==> src/rtl/i2c_am_pkg.sv <==
package i2c_am_pkg;
  typedef enum logic [1:0] {
    AM_IDLE  = 2'd0,
    AM_BYTE1 = 2'd1,
    AM_BYTE2 = 2'd2,
    AM_HOLD  = 2'd3
  } am_state_t;

  typedef struct packed {
    logic prim;
    logic sec;
    logic gc;
  } am_hit_t;
endpackage

==> src/rtl/i2c_am_sync.sv <==
module i2c_am_sync #(
  parameter int STAGES = 2
) (
  input  logic clk,
  input  logic rst_n,
  input  logic scl_in,
  input  logic sda_in,
  output logic sda_lvl,
  output logic scl_rise,
  output logic scl_fall,
  output logic start_det,
  output logic stop_det
);
  logic [STAGES-1:0] scl_ff, sda_ff;
  logic scl_d, sda_d, scl_q;

  always_ff @(posedge clk or negedge rst_n) begin
    if (!rst_n) begin
      scl_ff <= '1;
      sda_ff <= '1;
      scl_d  <= 1'b1;
      sda_d  <= 1'b1;
    end else begin
      scl_ff <= {scl_ff[STAGES-2:0], scl_in};
      sda_ff <= {sda_ff[STAGES-2:0], sda_in};
      scl_d  <= scl_ff[STAGES-1];
      sda_d  <= sda_ff[STAGES-1];
    end
  end

  assign scl_q     = scl_ff[STAGES-1];
  assign sda_lvl   = sda_ff[STAGES-1];
  assign scl_rise  = scl_q & ~scl_d;
  assign scl_fall  = ~scl_q & scl_d;
  assign start_det = scl_q & scl_d & sda_d & ~sda_lvl;
  assign stop_det  = scl_q & scl_d & ~sda_d & sda_lvl;
endmodule

==> src/rtl/i2c_am_cmp.sv <==
module i2c_am_cmp
  import i2c_am_pkg::*;
#(
  parameter int ADDR_W  = 10,
  parameter int SHORT_W = 7,
  parameter int BYTE_W  = 8
) (
  input  logic [BYTE_W-1:0]  rx_byte,
  input  logic               ten_bit,
  input  logic [ADDR_W-1:0]  own_addr,
  input  logic               second_en,
  input  logic [SHORT_W-1:0] own_addr2,
  input  logic               gcall_en,
  output am_hit_t            hit7,
  output logic               hdr_hit,
  output logic               low_hit
);
  localparam int HI_W  = ADDR_W - BYTE_W;
  localparam int PFX_W = BYTE_W - HI_W - 1;

  logic [BYTE_W-1:0] header;

  assign header = {{(PFX_W-1){1'b1}}, 1'b0, own_addr[ADDR_W-1:BYTE_W], 1'b0};

  always_comb begin
    hit7.prim = ~ten_bit & (rx_byte[BYTE_W-1:1] == own_addr[SHORT_W-1:0]);
    hit7.sec  = second_en & (rx_byte[BYTE_W-1:1] == own_addr2);
    hit7.gc   = gcall_en & (rx_byte == '0);
    hdr_hit   = ten_bit & (rx_byte == header);
    low_hit   = (rx_byte == own_addr[BYTE_W-1:0]);
  end
endmodule

==> src/rtl/i2c_am_fsm.sv <==
module i2c_am_fsm
  import i2c_am_pkg::*;
#(
  parameter int BYTE_W = 8
) (
  input  logic              clk,
  input  logic              rst_n,
  input  logic              sda_lvl,
  input  logic              scl_rise,
  input  logic              scl_fall,
  input  logic              start_det,
  input  logic              stop_det,
  input  logic              ack_en,
  input  am_hit_t           hit7,
  input  logic              hdr_hit,
  input  logic              low_hit,
  output logic [BYTE_W-1:0] rx_byte,
  output logic              ack_drive,
  output logic              hit_pulse,
  output am_hit_t           hit_flags,
  output logic              dir_read
);
  localparam int CNT_W = $clog2(BYTE_W + 2);
  localparam logic [CNT_W-1:0] LAST_BIT = CNT_W'(BYTE_W);
  localparam logic [CNT_W-1:0] ACK_BIT  = CNT_W'(BYTE_W + 1);

  am_state_t        state, after_ack;
  logic [CNT_W-1:0] bitcnt;
  logic             any7;

  assign any7 = hit7.prim | hit7.sec | hit7.gc;

  always_ff @(posedge clk or negedge rst_n) begin
    if (!rst_n) begin
      state     <= AM_IDLE;
      after_ack <= AM_HOLD;
      bitcnt    <= '0;
      rx_byte   <= '0;
      ack_drive <= 1'b0;
      hit_pulse <= 1'b0;
      hit_flags <= '0;
      dir_read  <= 1'b0;
    end else begin
      hit_pulse <= 1'b0;
      if (start_det) begin
        state     <= AM_BYTE1;
        bitcnt    <= '0;
        rx_byte   <= '0;
        ack_drive <= 1'b0;
        hit_flags <= '0;
      end else if (stop_det) begin
        state     <= AM_IDLE;
        bitcnt    <= '0;
        ack_drive <= 1'b0;
      end else if (state == AM_BYTE1 || state == AM_BYTE2) begin
        if (scl_rise && bitcnt < LAST_BIT) begin
          rx_byte <= {rx_byte[BYTE_W-2:0], sda_lvl};
          bitcnt  <= bitcnt + 1'b1;
        end else if (scl_fall && bitcnt == LAST_BIT) begin
          bitcnt <= ACK_BIT;
          if (state == AM_BYTE1 && any7) begin
            hit_flags <= hit7;
            hit_pulse <= 1'b1;
            dir_read  <= rx_byte[0];
            ack_drive <= ack_en;
            after_ack <= AM_HOLD;
          end else if (state == AM_BYTE1 && hdr_hit) begin
            ack_drive <= ack_en;
            after_ack <= AM_BYTE2;
          end else if (state == AM_BYTE2 && low_hit) begin
            hit_flags <= '{prim: 1'b1, sec: 1'b0, gc: 1'b0};
            hit_pulse <= 1'b1;
            dir_read  <= 1'b0;
            ack_drive <= ack_en;
            after_ack <= AM_HOLD;
          end else begin
            state <= AM_HOLD;
          end
        end else if (scl_fall && bitcnt == ACK_BIT) begin
          ack_drive <= 1'b0;
          bitcnt    <= '0;
          state     <= after_ack;
        end
      end
    end
  end


  start_restart_chk: assert property (@(posedge clk) disable iff (!rst_n)
    start_det |=> (state == AM_BYTE1 && bitcnt == '0 && !ack_drive));


  stop_idle_chk: assert property (@(posedge clk) disable iff (!rst_n)
    (stop_det && !start_det) |=> (state == AM_IDLE && !ack_drive));


  ack_after_fall_chk: assert property (@(posedge clk) disable iff (!rst_n)
    $rose(ack_drive) |-> ($past(scl_fall) && ack_en));


  hold_silent_chk: assert property (@(posedge clk) disable iff (!rst_n)
    (state == AM_HOLD && $past(state) == AM_HOLD && !$past(start_det)) |-> !$rose(ack_drive));


  pulse_single_chk: assert property (@(posedge clk) disable iff (!rst_n)
    hit_pulse |=> !hit_pulse);


  pulse_flag_chk: assert property (@(posedge clk) disable iff (!rst_n)
    hit_pulse |-> (hit_flags.prim | hit_flags.sec | hit_flags.gc));
endmodule

==> src/rtl/i2c_addr_match.sv <==
module i2c_addr_match
  import i2c_am_pkg::*;
#(
  parameter int ADDR_W      = 10,
  parameter int SHORT_W     = 7,
  parameter int SYNC_STAGES = 2
) (
  input  logic               clk,
  input  logic               rst_n,
  input  logic               scl_in,
  input  logic               sda_in,
  input  logic               ten_bit,
  input  logic [ADDR_W-1:0]  own_addr,
  input  logic               second_en,
  input  logic [SHORT_W-1:0] own_addr2,
  input  logic               gcall_en,
  input  logic               ack_en,
  output logic               sda_pull_low,
  output logic               hit_pulse,
  output logic               hit_primary,
  output logic               hit_second,
  output logic               hit_gcall,
  output logic               dir_read
);
  localparam int BYTE_W = SHORT_W + 1;

  logic              sda_lvl, scl_rise, scl_fall, start_det, stop_det;
  logic              hdr_hit, low_hit;
  logic [BYTE_W-1:0] rx_byte;
  am_hit_t           hit7, flags;

  i2c_am_sync #(.STAGES(SYNC_STAGES)) u_sync (
    .clk(clk), .rst_n(rst_n), .scl_in(scl_in), .sda_in(sda_in),
    .sda_lvl(sda_lvl), .scl_rise(scl_rise), .scl_fall(scl_fall),
    .start_det(start_det), .stop_det(stop_det)
  );

  i2c_am_cmp #(.ADDR_W(ADDR_W), .SHORT_W(SHORT_W), .BYTE_W(BYTE_W)) u_cmp (
    .rx_byte(rx_byte), .ten_bit(ten_bit), .own_addr(own_addr),
    .second_en(second_en), .own_addr2(own_addr2), .gcall_en(gcall_en),
    .hit7(hit7), .hdr_hit(hdr_hit), .low_hit(low_hit)
  );

  i2c_am_fsm #(.BYTE_W(BYTE_W)) u_fsm (
    .clk(clk), .rst_n(rst_n), .sda_lvl(sda_lvl), .scl_rise(scl_rise),
    .scl_fall(scl_fall), .start_det(start_det), .stop_det(stop_det),
    .ack_en(ack_en), .hit7(hit7), .hdr_hit(hdr_hit), .low_hit(low_hit),
    .rx_byte(rx_byte), .ack_drive(sda_pull_low), .hit_pulse(hit_pulse),
    .hit_flags(flags), .dir_read(dir_read)
  );

  assign hit_primary = flags.prim;
  assign hit_second  = flags.sec;
  assign hit_gcall   = flags.gc;


  reset_quiet_chk: assert property (@(posedge clk)
    $rose(rst_n) |-> (!sda_pull_low && !hit_pulse));


  ack_scl_low_chk: assert property (@(posedge clk) disable iff (!rst_n)
    $rose(sda_pull_low) |-> !scl_in);
endmodule

==> config.mk <==
export PLATFORM = sky130hd
export DESIGN_NAME = i2c_addr_match
export DESIGN_NICKNAME = d
export VERILOG_FILES = /design/src/rtl/i2c_am_pkg.sv /design/src/rtl/i2c_am_sync.sv /design/src/rtl/i2c_am_cmp.sv /design/src/rtl/i2c_am_fsm.sv /design/src/rtl/i2c_addr_match.sv
export SDC_FILE = /design/constraint.sdc
export NUM_CORES = 1
export LEC_CHECK = 0
export BUFFER_PORTS_ARGS = -buffer_cell sky130_fd_sc_hd__buf_2
export CORE_UTILIZATION = 59
export DETAILED_ROUTE_END_ITERATION = 10
export PLACE_DENSITY = 0.84
export SYNTH_ARGS = -nofsm -noshare
export SYNTH_HDL_FRONTEND = slang
export SYNTH_HIERARCHICAL = 1
export SYNTH_SLANG_ARGS = --single-unit
==> constraint.sdc <==
create_clock -name clk -period 4.45 [get_ports clk]
set_clock_uncertainty 0.1 [all_clocks]
set_input_delay 0.2225 -clock clk [delete_from_list [all_inputs] [get_ports clk]]
set_output_delay 0.2225 -clock clk [all_outputs]
set_load 0.01 [all_outputs]
Word level (Yosys, flattened, before mapping)
Index checks and enable logic that the tools add are counted.
- mux-type cells: 50
- reductions and logical operators: 24
- eq/ne operators: 17
- bitwise operators: 21
- add/sub/neg operators: 1
- magnitude comparators: 1
- operator list (cell ; number):
    8-bit 2-to-1 mux ; 4
    2-bit 2-to-1 mux ; 12
    3-bit 2-to-1 mux ; 8
    4-bit 2-to-1 mux ; 6
    1-bit 2-to-1 mux ; 20
    6-bit AND reduction ; 3
    8-bit equality test ; 2
    7-bit equality test ; 2
    4-bit inequality test (second input constant) ; 3
    1-bit AND ; 11
    3-bit nonzero test ; 3
    4-bit equality test (second input constant) ; 2
    8-bit zero test ; 1
    1-bit inverter ; 8
    2-bit nonzero test ; 4
    7-bit AND reduction ; 1
    1-bit logical AND ; 6
    6-bit inequality test (second input constant) ; 1
    5-bit nonzero test ; 1
    4-bit by 1-bit adder with 4-bit output (second input constant) ; 1
    4-bit < comparator (second input constant) ; 1
    2-bit inequality test (second input constant) ; 2
    4-bit AND reduction ; 1
    4-bit nonzero test ; 1
    other kinds (9) ; 10
- word-level logic and storage cells: 128
- input port bits: 25
- register bits: 28

Longest topological paths before layout
- word-level depth: 11
- gate-level depth with buffers: 8

Modules after synthesis
Netlist, hierarchy kept.
- by module, submodules not included (module ; instances ; sequential area each (µm²) ; area each (µm²) ; cells an instance):
    i2c_am_fsm ; 1 ; 526.8 ; 1127.3 ; 115
    i2c_am_cmp ; 1 ; 0.0 ; 377.9 ; 46
    i2c_am_sync ; 1 ; 157.7 ; 190.2 ; 10

Worst setup path after synthesis
OpenSTA, ideal clock, no wires.
- path type: reg-to-reg
- from: reg u_fsm.rx_byte[2]
- to: reg u_fsm.dir_read
- library setup time: 122 ps
- required time: 4228 ps
- slack: 2190 ps
- clock period less this slack: 2260 ps
- arrival: 2038 ps
- cell stages (with the launch flop): 9
- path buffers: 1
- cell sequence: dfrtp_1 > buf_6 > xnor2_2 > nand4_1 > nor4_2 > o31a_2 > a31oi_2 > or4b_4 > a32o_1
- RTL lines (what ; line ; RTL):
    start: declaration ; i2c_am_fsm.sv:17 ; output logic [BYTE_W-1:0] rx_byte,
    start signal: assignment ; i2c_am_fsm.sv:57 ; rx_byte <= {rx_byte[BYTE_W-2:0], sda_lvl};
    end signal: assignment ; i2c_am_fsm.sv:64 ; dir_read <= rx_byte[0];
    end: declaration ; i2c_am_fsm.sv:21 ; output logic dir_read

==> reports/metrics.yaml <==
outcome: "completed"
ir_drop_v: 0.000313
ys_types: 50
final_cell_mix: "buf_2, nand2_1, dfrtp_1"
combPwrFrac_pct: 35.7
netSwitchingFraction_pct: 38.3
fin_setup_tns_ns: 0
grt_pass1_vias: 1409
avgSynthCellArea_um2: 9.91
arrival_ns: 2.64
hold_violations: 0
clk_pin_slew_ns: 0.15
wl_um: 3610
power_mw: 0.698
start_util_pct: 62.0
grt_overflow_total: 0
max-slew-margin-rel_pct: 46.2
numCtsBuffers: 3
diodes: 0
syn-num-nets: 201
synth_fa_ha_area_share_pct: 3.69
p_per_area_mw_per_mm2: 367
rr_startpoint: "u_fsm/rx_byte[2]$_DFFE_PN0P_"
grt_max_degree: 28
netlist_area_mm2: 0.00170
synthCells: 171
pwr-share-seq_pct: 48.1
io_buffers: 30
routed-via-count: 1374
rows: 19
place.gp.congestion: 0.827
drive_gt1_share_pct: 30.0
worstPathRequired_ns: 4.59
die_h_um: 55.6
timing.final.ws_setup_ns: 1.95
path_class: "flop to flop"
worstSetupStartpoint: "u_fsm/rx_byte[2]$_DFFE_PN0P_"
synth_edf_count: 0
final_cells: 231
crit_fanout: 7
ys.flop_type: "dfrtp_1"
r2r_slack_ns: 1.95
placed_cells: 224
finalSetupViolCount: 0
hp-class: "input port to flop"
die_x_um: 55.6
drt_iter0_drc: 50
grt_pass1_wl_um: 6290
switchingPower_mw: 0.267
timing.final.crit_period_ns: 2.50
fin_crit_sh_pct: 56.2
clock-sinks: 27
synth_top_family_by_area: "simple AND/OR/NAND/NOR gates"
cts-resized-gates: 0
critPathLaunchType: "flop"
antenna_found_initial: 0
root_buffer: "clkbuf_4"
post_dp_cell_area_mm2: 0.00184
pre_cts_ws_ns: 2.00
synthMuxAreaShare_pct: 1.25
cap_violations: 0
fmax_mhz: 400
layout_commonest_cell: "buf_2"
fp.coreArea_mm2: 0.00273
holdCritStartpoint: "ack_en"
ys_ff_latch: 27
synth-compound-area-share_pct: 14.2
wl_per_cell_um: 15.6
ioPinCount: 31
fin_nets: 231
dp_hpwl_um: 2710
viasPerCell: 5.95
cts_tree: "built"
yosys_warnings: 6
slew_viol_final: 0
areaGrowthSynthToFinish_pct: 12.0
first_pass_iters: 4
p_clk_share_pct: 16.2
synth_simple_gate_area_share_pct: 22.1
p_leak_nw: 0.806
drcViolationCount: 0
dieArea_mm2: 0.00309
htree_levels: 1
endpoint_kind: "flop"
synthXorXnorAreaFrac_pct: 13.7
intPower_mw: 0.431
async_reset_ff_share_pct: 100
synth_seq_area_share_pct: 40.4
fin_area_mm2: 0.00190
rsz0062_at_grt: "no"
grt_usage_pct: 25.6
worstMarginPinSlew_ns: 0.801
cts_buffer_depth: 2
postRouteAntennaNets: 0
clock_latency_ns: 0.33
==> worst max-delay path, cell delays in order (launching register included) <==
cell,delay (ns)
dfrtp_1,0.58
xnor2_2,0.15
nand4_1,0.11
nor4_2,0.35
o31a_2,0.25
a31oi_2,0.09
or4b_4,0.56
a32o_1,0.22
==> registers in the layout, indices dropped and copies added, names as in the netlist <==
signal	flops
u_fsm/ack_drive	1
u_fsm/after_ack	1
u_fsm/bitcnt	4
u_fsm/dir_read	1
u_fsm/hit_flags	3
u_fsm/hit_pulse	1
u_fsm/rx_byte	8
u_fsm/state	2
u_sync/scl_d	1
u_sync/scl_ff	2
u_sync/sda_d	1
u_sync/sda_ff	2
==> power groups by stage <==
| stage | Sequential, mW | Combinational (mW) | Clock (mW) |
|---|---|---|---|
| after detailed placement | 0.340 | 0.244 | 0 |
| after CTS | 0.334 | 0.248 | 0.117 |
| final | 0.336 | 0.249 | 0.113 |
| after global routing | 0.342 | 0.275 | 0.120 |
| after floorplan | 0.308 | 0.219 | 0 |
| after global placement | 0.337 | 0.228 | 0 |
==> worst paths after layout <==
check                           cells past startpoint                           to
worst min register to register                      0   u_sync/scl_ff[1]$_DFF_PN1_
worst min-delay path                                2  u_fsm/ack_drive$_DFFE_PN0P_
worst max register to register                      7   u_fsm/dir_read$_DFFE_PN0P_
worst max-delay path                                7   u_fsm/dir_read$_DFFE_PN0P_
max in group asynchronous                           2       u_sync/scl_d$_DFF_PN1_
min in group asynchronous                           2    u_fsm/hit_pulse$_DFF_PN0_
==> what timing repair did <==
item	CTS	global route
buffers inserted	0	0
hold buffers	3	0
endpoints found under the hold margin	22	0
==> routing by layer <==
layer  global-route usage [%]  share of wire [%]
met4                     9.29                1.4
met5                        0                  0
met1                     32.1                 42
met3                     2.09                3.3
met2                     46.1                 53
==> Yosys cell counts (2+ instances only) <==
master | instances | area (um2)
nand3_2 | 2 | 20.0
dfrtp_1 | 20 | 500
or3_1 | 4 | 25.0
inv_1 | 9 | 33.8
o21ai_0 | 7 | 35.0
dfstp_2 | 7 | 184
nor2b_1 | 2 | 12.5
ha_1 | 5 | 62.6
xnor2_1 | 18 | 158
nor3_1 | 2 | 10.0
nor2_1 | 6 | 22.5
and4b_1 | 2 | 20.0
nor3b_1 | 2 | 15.0
a21oi_1 | 11 | 55.1
xnor2_2 | 3 | 48.8
a32o_1 | 2 | 20.0
buf_2 | 3 | 15.0
nand3_1 | 2 | 10.0
clkbuf_1 | 2 | 7.51
nand4_1 | 5 | 31.3
nand2_1 | 25 | 93.8
xor2_1 | 3 | 26.3
nor4_2 | 2 | 25.0
==> stage by stage <==
stage / hold WS, ns / util, %
2_1_floorplan: -0.173 / -
3_3_place_gp: 0.143 / 67.2
3_5_place_dp: 0.157 / 67.2
4_1_cts: 0.0138 / 69.4
5_1_grt: 0.0287 / 69.4
6_report: 0.0226 / 69.4
==> cells by family after synthesis <==
family / after synthesis
and+or+nand+nor: 63
AOI/OAI and AO/OA: 33
DFF: 27
xor gates and xnor gates: 24
buffers and inverters: 17
adders and majority gates: 5
muxes: 2
==> layout make-up <==
| class | count | area (um2) |
|---|---|---|
| clock buffer | 3 | 22.5 |
| clock inverter | 1 | 7.51 |
| fill | 207 | 836 |
| inverter | 9 | 33.8 |
| multi-input combinational | 127 | 931 |
| sequential | 27 | 684 |
| tap | 31 | 38.8 |
| timing repair buffer | 33 | 180 |
(Power assumes the default switching activity.)
